### config.mk
export PLATFORM = sky130hd
export DESIGN_NAME = evt_timer16
export DESIGN_NICKNAME = d
export VERILOG_FILES = /design/src/rtl/evt_timer16_pkg.sv /design/src/rtl/evt_timer16_ctrl.sv /design/src/rtl/evt_timer16_dp.sv /design/src/rtl/evt_timer16.sv
export SDC_FILE = /design/constraint.sdc
export NUM_CORES = 1
export LEC_CHECK = 0
export ABC_AREA = 0
export ABC_CLOCK_PERIOD_IN_PS = 2300
export BUFFER_PORTS_ARGS = -buffer_cell sky130_fd_sc_hd__buf_2
export CORE_MARGIN = 10
export CORE_UTILIZATION = 27
export DETAILED_ROUTE_END_ITERATION = 8
export PLACE_DENSITY = 0.53
export SYNTH_ARGS = -nofsm -noshare
export SYNTH_HDL_FRONTEND = slang
export SYNTH_SLANG_ARGS = --single-unit
### constraint.sdc
create_clock -name clk -period 2.3 [get_ports clk]
set_clock_uncertainty 0.1 [all_clocks]
set_input_delay 0.115 -clock clk [delete_from_list [all_inputs] [get_ports clk]]
set_output_delay 0.115 -clock clk [all_outputs]
set_load 0.02 [all_outputs]
### src/rtl/evt_timer16_pkg.sv
package evt_timer16_pkg;
  localparam int BUS_W  = 8;
  localparam int CNT_W  = 2 * BUS_W;
  localparam int PS_W   = 2;
  localparam int PRE_W  = (1 << PS_W) - 1;

  localparam logic [1:0] ADDR_CTRL = 2'd0;
  localparam logic [1:0] ADDR_LO   = 2'd1;
  localparam logic [1:0] ADDR_HI   = 2'd2;
  localparam logic [1:0] ADDR_STAT = 2'd3;

  // control register layout, bit order is software visible
  typedef struct packed {
    logic            rw16;
    logic            noSync;
    logic [PS_W-1:0] psSel;
    logic            extSel;
    logic            en;
  } ctrlReg_t;

  localparam int CTRL_W = $bits(ctrlReg_t);

  // strobes from control to datapath
  typedef struct packed {
    logic inc;
    logic clr;
    logic wrLo;
    logic wrHi;
    logic loadFull;
    logic wrBuf;
    logic capBuf;
    logic flagClr;
  } dpStrobe_t;
endpackage

### src/rtl/evt_timer16_ctrl.sv
module evt_timer16_ctrl
  import evt_timer16_pkg::*;
#(
  parameter int CYC_DIV = 4,
  parameter int SYNC_N  = 2
) (
  input  logic              clk,
  input  logic              rstN,
  input  logic              extIn,
  input  logic              cmpClear,
  input  logic [1:0]        busAddr,
  input  logic              busWr,
  input  logic              busRd,
  input  logic [CTRL_W-1:0] busWbits,
  output ctrlReg_t          ctrlQ,
  output dpStrobe_t         strb
);
  localparam int PH_W = (CYC_DIV > 1) ? $clog2(CYC_DIV) : 1;
  localparam logic [PH_W-1:0] PH_LAST = PH_W'(CYC_DIV - 1);

  logic ctrlWr, cntWr;
  logic [PH_W-1:0] phase;
  logic intTick;
  logic [SYNC_N-1:0] syncQ;
  logic syncPrev, rawPrev;
  logic syncEdge, rawEdge, extEdge, srcTick;
  logic [PRE_W-1:0] preCnt, divMask;
  logic fire;

  assign ctrlWr = busWr && (busAddr == ADDR_CTRL);
  assign cntWr  = busWr && ((busAddr == ADDR_LO) ||
                            ((busAddr == ADDR_HI) && !ctrlQ.rw16));

  always_ff @(posedge clk or negedge rstN) begin
    if (!rstN) ctrlQ <= '0;
    else if (ctrlWr) ctrlQ <= ctrlReg_t'(busWbits);
  end

  // instruction-rate phase divider
  always_ff @(posedge clk or negedge rstN) begin
    if (!rstN) phase <= '0;
    else if (cntWr || phase == PH_LAST) phase <= '0;
    else phase <= phase + 1'b1;
  end
  assign intTick = (phase == PH_LAST);

  // synchronizer chain
  genvar g;
  generate
    for (g = 0; g < SYNC_N; g++) begin : gSync
      if (g == 0) begin : gFirst
        always_ff @(posedge clk or negedge rstN) begin
          if (!rstN) syncQ[0] <= 1'b0;
          else syncQ[0] <= extIn;
        end
      end else begin : gNext
        always_ff @(posedge clk or negedge rstN) begin
          if (!rstN) syncQ[g] <= 1'b0;
          else syncQ[g] <= syncQ[g-1];
        end
      end
    end
  endgenerate

  always_ff @(posedge clk or negedge rstN) begin
    if (!rstN) begin
      syncPrev <= 1'b0;
      rawPrev  <= 1'b0;
    end else begin
      syncPrev <= syncQ[SYNC_N-1];
      rawPrev  <= extIn;
    end
  end

  assign syncEdge = syncQ[SYNC_N-1] && !syncPrev;
  assign rawEdge  = extIn && !rawPrev;
  assign extEdge  = ctrlQ.noSync ? rawEdge : syncEdge;
  assign srcTick  = ctrlQ.extSel ? extEdge : intTick;

  // prescaler: mask has psSel low ones
  assign divMask = ~({PRE_W{1'b1}} << ctrlQ.psSel);
  assign fire    = ctrlQ.en && srcTick && ((preCnt & divMask) == divMask);

  always_ff @(posedge clk or negedge rstN) begin
    if (!rstN) preCnt <= '0;
    else if (cntWr || cmpClear) preCnt <= '0;
    else if (ctrlQ.en && srcTick) preCnt <= fire ? '0 : preCnt + 1'b1;
  end

  always_comb begin
    strb          = '0;
    strb.inc      = fire && !cntWr && !cmpClear;
    strb.clr      = cmpClear && !cntWr;
    strb.wrLo     = busWr && (busAddr == ADDR_LO);
    strb.loadFull = busWr && (busAddr == ADDR_LO) && ctrlQ.rw16;
    strb.wrHi     = busWr && (busAddr == ADDR_HI) && !ctrlQ.rw16;
    strb.wrBuf    = busWr && (busAddr == ADDR_HI) && ctrlQ.rw16;
    strb.capBuf   = busRd && (busAddr == ADDR_LO) && ctrlQ.rw16;
    strb.flagClr  = busWr && (busAddr == ADDR_STAT) && busWbits[0];
  end


  sync_path_chk: assert property (@(posedge clk) disable iff (!rstN)
    (strb.inc && ctrlQ.extSel && !ctrlQ.noSync) |-> $past(extIn, 2));


  direct_path_chk: assert property (@(posedge clk) disable iff (!rstN)
    (strb.inc && ctrlQ.extSel && ctrlQ.noSync) |-> extIn);


  enable_gate_chk: assert property (@(posedge clk) disable iff (!rstN)
    (!ctrlQ.en && !ctrlWr) |=> !strb.inc);
endmodule

### src/rtl/evt_timer16_dp.sv
module evt_timer16_dp
  import evt_timer16_pkg::*;
(
  input  logic             clk,
  input  logic             rstN,
  input  dpStrobe_t        strb,
  input  ctrlReg_t         ctrlQ,
  input  logic [1:0]       busAddr,
  input  logic [BUS_W-1:0] busWdata,
  output logic [BUS_W-1:0] busRdata,
  output logic             ovfFlag
);
  logic [CNT_W-1:0] cnt;
  logic [BUS_W-1:0] bufQ;
  logic wrap;

  assign wrap = strb.inc && (cnt == {CNT_W{1'b1}});

  always_ff @(posedge clk or negedge rstN) begin
    if (!rstN) begin
      cnt <= '0;
    end else if (strb.wrLo || strb.wrHi) begin
      if (strb.wrLo)     cnt[BUS_W-1:0]     <= busWdata;
      if (strb.loadFull) cnt[CNT_W-1:BUS_W] <= bufQ;
      if (strb.wrHi)     cnt[CNT_W-1:BUS_W] <= busWdata;
    end else if (strb.clr) begin
      cnt <= '0;
    end else if (strb.inc) begin
      cnt <= cnt + 1'b1;
    end
  end

  always_ff @(posedge clk or negedge rstN) begin
    if (!rstN) bufQ <= '0;
    else if (strb.wrBuf) bufQ <= busWdata;
    else if (strb.capBuf) bufQ <= cnt[CNT_W-1:BUS_W];
  end

  // set wins over software clear
  always_ff @(posedge clk or negedge rstN) begin
    if (!rstN) ovfFlag <= 1'b0;
    else if (wrap) ovfFlag <= 1'b1;
    else if (strb.flagClr) ovfFlag <= 1'b0;
  end

  always_comb begin
    unique case (busAddr)
      ADDR_CTRL: busRdata = BUS_W'(ctrlQ);
      ADDR_LO:   busRdata = cnt[BUS_W-1:0];
      ADDR_HI:   busRdata = ctrlQ.rw16 ? bufQ : cnt[CNT_W-1:BUS_W];
      default:   busRdata = BUS_W'(ovfFlag);
    endcase
  end


  clr_zero_chk: assert property (@(posedge clk) disable iff (!rstN)
    strb.clr |=> (cnt == '0));


  inc_step_chk: assert property (@(posedge clk) disable iff (!rstN)
    strb.inc |=> (cnt == $past(cnt) + 1'b1));


  hold_cnt_chk: assert property (@(posedge clk) disable iff (!rstN)
    (!strb.inc && !strb.clr && !strb.wrLo && !strb.wrHi) |=> $stable(cnt));


  ovf_sticky_chk: assert property (@(posedge clk) disable iff (!rstN)
    (ovfFlag && !strb.flagClr) |=> ovfFlag);


  ovf_wrap_chk: assert property (@(posedge clk) disable iff (!rstN)
    (strb.inc && !strb.clr && (cnt == {CNT_W{1'b1}})) |=> (ovfFlag && cnt == '0));


  buf_isolate_chk: assert property (@(posedge clk) disable iff (!rstN)
    strb.wrBuf |=> $stable(cnt) || $past(strb.inc));
endmodule

### src/rtl/evt_timer16.sv
module evt_timer16
  import evt_timer16_pkg::*;
#(
  parameter int CYC_DIV = 4,
  parameter int SYNC_N  = 2
) (
  input  logic             clk,
  input  logic             rstN,
  input  logic             extIn,
  input  logic             cmpClear,
  input  logic [1:0]       busAddr,
  input  logic             busWr,
  input  logic             busRd,
  input  logic [BUS_W-1:0] busWdata,
  output logic [BUS_W-1:0] busRdata,
  output logic             ovfIrq
);
  ctrlReg_t  ctrlQ;
  dpStrobe_t strb;

  evt_timer16_ctrl #(.CYC_DIV(CYC_DIV), .SYNC_N(SYNC_N)) ctrl_i (
    .clk(clk), .rstN(rstN), .extIn(extIn), .cmpClear(cmpClear),
    .busAddr(busAddr), .busWr(busWr), .busRd(busRd),
    .busWbits(busWdata[CTRL_W-1:0]), .ctrlQ(ctrlQ), .strb(strb)
  );

  evt_timer16_dp dp_i (
    .clk(clk), .rstN(rstN), .strb(strb), .ctrlQ(ctrlQ),
    .busAddr(busAddr), .busWdata(busWdata),
    .busRdata(busRdata), .ovfFlag(ovfIrq)
  );
endmodule

# Word-level counts from Yosys, hierarchy flattened
# Index checks and enable logic that the tools add are counted.
# Widths: inputs -> output; s select.
[word_totals] output_inout_bits=9 word_cells=82 regBits=39
[op_classes] bitwise_logic=2 reduce_logical=36 n_addsub=3 shifts=1 muxes=18 eq_ne=8
[op_table] operator="$mux 16" n=3
[op_table] operator="$mux 8" n=6
[op_table] operator="$pmux 8 s3" n=1
[op_table] operator="$logic_and 1x1->1" n=20
[op_table] operator="$add 16x1->16 const B" n=1
[op_table] operator="$eq 16x16->1 const B" n=1
[op_table] operator="$mux 3" n=3
[op_table] operator="$eq 2x2->1 const B" n=3
[op_table] operator="$reduce_bool 2->1" n=3
[op_table] operator="$logic_not 1->1" n=5
[op_table] operator="$logic_or 1x1->1" n=4
[op_table] operator="$mux 1" n=4
[op_table] operator="$reduce_and 2->1" n=2
[op_table] operator="$add 3x1->3 const B" n=1
[op_table] operator="$and 3x3->3" n=1
[op_table] operator="$eq 3x3->1" n=1
[op_table] operator="$ne 3x2->1 const B" n=1
[op_table] operator="$not 3->3" n=1
[op_table] operator="$reduce_bool 3->1" n=1
[op_table] operator="$shl 3x2->3 const A" n=1
[op_table] operator="$add 2x1->2 const B" n=1
[op_table] operator="$eq 2x1->1 const B" n=1
[op_table] operator="$logic_not 2->1" n=1
[op_table] operator="$mux 2" n=1
[op_table] operator="$ne 2x1->1 const B" n=1

# Logic depth before layout (Yosys ltp)
[logic_depth] word_depth=11 depth_mapped=8 depth_no_buf=7

# Hierarchy
# A second synthesis with hierarchy kept.
[unflattened] hier_cells=272 hier_area_um2=2518.7
[modules_own_cells] module="evt_timer16_dp" area_per_inst_um2=1803.0 seq_area_each_um2=625.6 cells_each=208 instances=1
[modules_own_cells] module="evt_timer16_ctrl" area_per_inst_um2=715.7 seq_area_each_um2=350.3 cells_each=64 instances=1

# Worst setup path before layout
# OpenSTA, ideal clock, no wires.
[synth_timing] kind="reg2reg" startpoint="register ctrl_i.ctrlQ[5] (netlist name)" endpoint="register dp_i.cnt[6]" stages_incl_launch_ff=8 arrival_time_ps=1771 period_less_slack_ps=1940 t_required_ps=2131 slack_ps=360 path_cell_list="dfrtp_1 -> buf_4 -> and4bb_4 -> or2_4 -> nor2_8 -> nand3_4 -> or4_1 -> nand3_1"
[synth_between] elab_chain_cells=9 elab_cells_between_ends=15 classes_between="eq/ne: 1; mux: 2; reduce/logical: 12"
[synth_rtl] item="$logic_not 1->1 (*)" line_no="evt_timer16_ctrl.sv:32, evt_timer16_ctrl.sv:96"
[synth_rtl] item="$logic_and 1x1->1" line_no="evt_timer16_ctrl.sv:32" rtl="((busAddr == ADDR_HI) && !ctrlQ.rw16));"
[synth_rtl] item="$logic_or 1x1->1" line_no="evt_timer16_ctrl.sv:31" rtl="assign cntWr = busWr && ((busAddr == ADDR_LO) ||"
[synth_rtl] item="$logic_and 1x1->1" line_no="evt_timer16_ctrl.sv:31"
[synth_rtl] item="$logic_not 1->1" line_no="evt_timer16_ctrl.sv:92, evt_timer16_ctrl.sv:93"
[synth_rtl] item="$logic_and 1x1->1 (2 in series)" line_no="evt_timer16_ctrl.sv:92" rtl="strb.inc = fire && !cntWr && !cmpClear;"
[synth_rtl] item="$reduce_bool 3->1 (no source line)"
[synth_rtl] item="$reduce_and 2->1 (no source line)"
[synth_rtl] item="end signal: indexed assignment" line_no="evt_timer16_dp.sv:23" rtl="if (strb.wrLo) cnt[BUS_W-1:0] <= busWdata;"
[synth_rtl] item="end signal: indexed assignment" line_no="evt_timer16_dp.sv:24" rtl="if (strb.loadFull) cnt[CNT_W-1:BUS_W] <= bufQ;"
[synth_rtl] item="end signal: indexed assignment" line_no="evt_timer16_dp.sv:25" rtl="if (strb.wrHi) cnt[CNT_W-1:BUS_W] <= busWdata;"
[synth_rtl] item="end: declaration" line_no="evt_timer16_dp.sv:13" rtl="logic [CNT_W-1:0] cnt;"
# Every way passes the cells marked *; elsewhere a longest branch is shown, timed or not.
# A chain may end at the register's enable or synchronous reset.

# Worst setup path after layout
[layout_timing] startpoint="register ctrl_i.ctrlQ[5] (netlist name)" endpoint="output port busRdata[0]"
[layout_between] elab_chain_cells=2
[layout_rtl] item="$mux 8" line_no="evt_timer16_dp.sv:50" rtl="ADDR_HI: busRdata = ctrlQ.rw16 ? bufQ : cnt[CNT_W-1:BUS_W];"
[layout_rtl] item="$pmux 8 s3" line_no="evt_timer16_dp.sv:47" rtl="unique case (busAddr)"
[layout_rtl] item="end: declaration" line_no="evt_timer16.sv:15" rtl="output logic [BUS_W-1:0] busRdata,"
# Every way passes these cells.

==> results.md <==
- Status: complete, no violations
- Arr. time, crit path: 1.91 ns
- Setup tns final: 0 ns
- Clk network pwr share: 31.3%
- CTS H-tree depth: 2
- Critical Path End Type: output port
- RSZ-0062 raised after global routing: no
- Die area: 0.01317 sq mm
- Cell count along the critical path: 4
- Critical path class: flip-flop to output port
- CTS buffer count: 5
- Fmax achieved: 0.4707 GHz
- Sw Pwr: 0.0007371 W
- Post-DP HPWL: 5.561 mm
- Clock Tree Root: clkbuf_8
- Worst-margin pin slew: 0.9347 ns
- Yosys warning total: 0
- Die X: 114.8 um
- Reg2Reg Capture Point: dp_i.cnt[10]
- Mapped Cells: 265
- Pre-CTS setup slack: 0.2819 ns
- Max cap viols: 0
- Worst r2r path cells: 7
- CP peak stage delay: 0.46 ns
- Yosys top cell area share: 40.25%
- Worst EP required: 2.09 ns
- Number of remaining DRC errors: 0
- Hold Violations, Final: 0
- Finished Core Util: 33.43%
- Period utilization: 92.37%
- Post-DR wirelength/cell: 18.32 um
- CP Buf/Inv Count: 2
- Reg2Reg Launch Point: dp_i.cnt[0]
- WHS Path Cells: 3
- Clk slew on worst S/H paths: 0.08 ns
- Worst Setup Start Kind: flip-flop
- Maximum root-to-sink buffer count: 2
- Initial antenna violation count: 0
- Global placement routability congestion: 0.8958
- Power Density: 773.1 mW/mm^2
- Routed WL: 7.547 mm
- CTS tree: built
- Gr usage total: 11.50%
- Global-route wire length before repair: 12.09 mm
- GRT overflow: 0
- Worst VDD drop: 0.3061 mV
- Setup violators final: 0
- Asr flop ratio synth: 100.0%
- Worst-path cell chain: buf_4 -> mux2_2 -> mux4_2 -> buf_2
- Setup ws final: 0.1756 ns
- Final min period: 2.124 ns
- Initial Utilization: 27.80%
- Fill count: 917
- Synth Cell Area: 0.002425 sq mm
- Max_slew headroom: 37.68%
- Synth cell types: 51
- Input/output buffers: 24
- Internal Dissipation: 0.001517 W
- Mapped Nets: 284
- Sequential area share after synthesis: 40.25%
- Seq cells post-synth: 39
- Post-synth EDFFs: 0
- Worst Setup SP: ctrl_i.ctrlQ[5]
- Crit path max-delay family: multiplexers
- Nets: 322
- Ranking of synthesized cells by area: dfrtp_1 (40%), mux2i_1 (6.6%), o21ai_0 (5.0%), nand2_1 (4.0%), nand3_1 (3.3%)
- Worst skew pair latency: 0.30 ns
- Antenna Nets Post-Route: 0
- Leading area contributor after synthesis: dfrtp_1
- Slew Viols, Final: 0
- Seq pwr share: 42.0%
- Post-CTS Setup Inserts: 0
- Critical path's slowest cell: mux4_2
- Crit-path max FO: 16
- Rows: 34
- Via/cell ratio: 5.556
- Reg2reg setup slack: 0.21 ns
- Sink Count: 39
- Area Growth Syn to Fin: 20.23%
- Area of the core: 0.008721 sq mm
- Worst Setup EP: busRdata[0]
- Comb pwr share: 26.7%
- First-pass DRT Iterations: 5
- Hold WC Path Type: input port to flip-flop
- Switch share: 32.70%
- ANT cells: 0
- Number of global-route vias before repair: 2,182
- Syn avg cell area: 9.150 sq um
- Die height: 114.8 um
- Vias: 2,289
- Leak pwr: 1.240 nW
- Post-synth top flop: dfrtp_1
- Fraction of layout cells with a size suffix above 1: 20.07%
- Largest net degree at the start of global routing: 40
- Boundary Pins: 25
- Detailed router's first-iteration violation count: 173
- Most common cell after layout, fill and taps aside: dfrtp_1
- Commonest cells after routing, fill and taps aside: dfrtp_1 (39), nand2_1 (26), o21ai_0 (24), buf_2 (24), nor2_1 (21)
worst reg2reg max path, stage by stage (launching register included):
cell and delay, ns:
dfrtp_1 0.46, ha_1 0.24, nand3_1 0.21, or2_2 0.39, nor2_1 0.14, o21ai_0 0.09
a41o_1 0.21, a2bb2oi_1 0.17
through the flow:
stage,instance area [sq um],instances,power (W),hold WS [ns]
finish,2915,412,0.002254,0.01777
global placement,2749,401,0.001553,0.1578
global route,2915,412,0.002378,0.02237
detailed placement,2749,401,0.001560,0.1553
floorplan,2425,265,0.001332,-0.2806
CTS,2915,412,0.002268,0.008657
power groups by stage:
| stage | sequential, W | clock [W] | combinational, W |
|---|---|---|---|
| after detailed placement | 0.000958 | 0 | 0.000602 |
| after CTS | 0.000945 | 0.000716 | 0.000607 |
| after global routing | 0.000967 | 0.000744 | 0.000668 |
| after floorplan | 0.000917 | 0 | 0.000416 |
| final | 0.000947 | 0.000705 | 0.000602 |
| after global placement | 0.000953 | 0 | 0.000599 |
sequential cells by signal, indices dropped and copies added (netlist names):
register         flops
dp_i.cnt            16
ctrl_i.ctrlQ         6
ctrl_i.syncQ         2
ctrl_i.phase         2
ctrl_i.preCnt        3
dp_i.ovfFlag         1
ctrl_i.syncPrev      1
dp_i.bufQ            8
what timing repair did:
action / CTS / global route
gates resized for setup: 0 / 0
hold buffers: 3 / 0
hold endpoints to repair: 41 / 0
per-layer routing:
layer | vias to the layer above | part of all wire (%) | GRT usage [%]
met5 | - | 0 | 0
met4 | 0 | 2.1 | 4.455
met3 | 17 | 7.2 | 2.760
met2 | 91 | 43 | 16.65
met1 | 1096 | 48 | 16.10
li1 | 1085 | - | -
cells by family (layout without fill, tap and decap cells):
| group | Yosys count | count (layout) | share of synthesized area [%] |
|---|---|---|---|
| buffers and inverters | 18 | 57 | 3.045 |
| multiplexers | 23 | 23 | 10.32 |
| flip-flops | 39 | 39 | 40.25 |
| AO/OA/AOI/OAI | 82 | 82 | 22.81 |
| adder cells (fa/ha/maj) | 3 | 3 | 1.548 |
| AND/OR/NAND/NOR | 100 | 100 | 22.03 |
final cells by class:
cell class	instances	area (sq um)	area share [%]
well taps	108	135.1	4.635
clock inverters	3	67.56	2.318
inverters	6	22.52	0.7725
multi-input cells	208	1375	47.17
clock buffers	5	68.82	2.361
flip-flops and latches	39	975.9	33.48
repair buffers	43	270.3	9.270
synth_stat cells, types with 3 or more instances:
cell type	instances
nand3_1	16
mux2i_1	16
a41oi_1	3
a2bb2oi_1	4
clkbuf_1	7
mux2_2	6
or3_1	3
nor3b_1	4
inv_1	6
ha_1	3
a32o_1	6
o311ai_0	5
o21ai_0	24
nand2_1	26
o22ai_1	7
nor2b_1	5
a32oi_1	4
a21oi_1	15
nor3_1	7
dfrtp_1	39
nor2_1	21
how the worst min path moves through the flow:
stage                 from              end
3_5_place_dp         extIn  ctrl_i.syncQ[0]
4_1_cts        busWdata[7]      dp_i.cnt[7]
3_3_place_gp         extIn  ctrl_i.syncQ[0]
6_report       busWdata[3]  ctrl_i.ctrlQ[3]
5_1_grt        busWdata[7]      dp_i.cnt[7]
2_1_floorplan         rstN  ctrl_i.ctrlQ[0]
No activity file was read; power rests on OpenSTA's default activity.
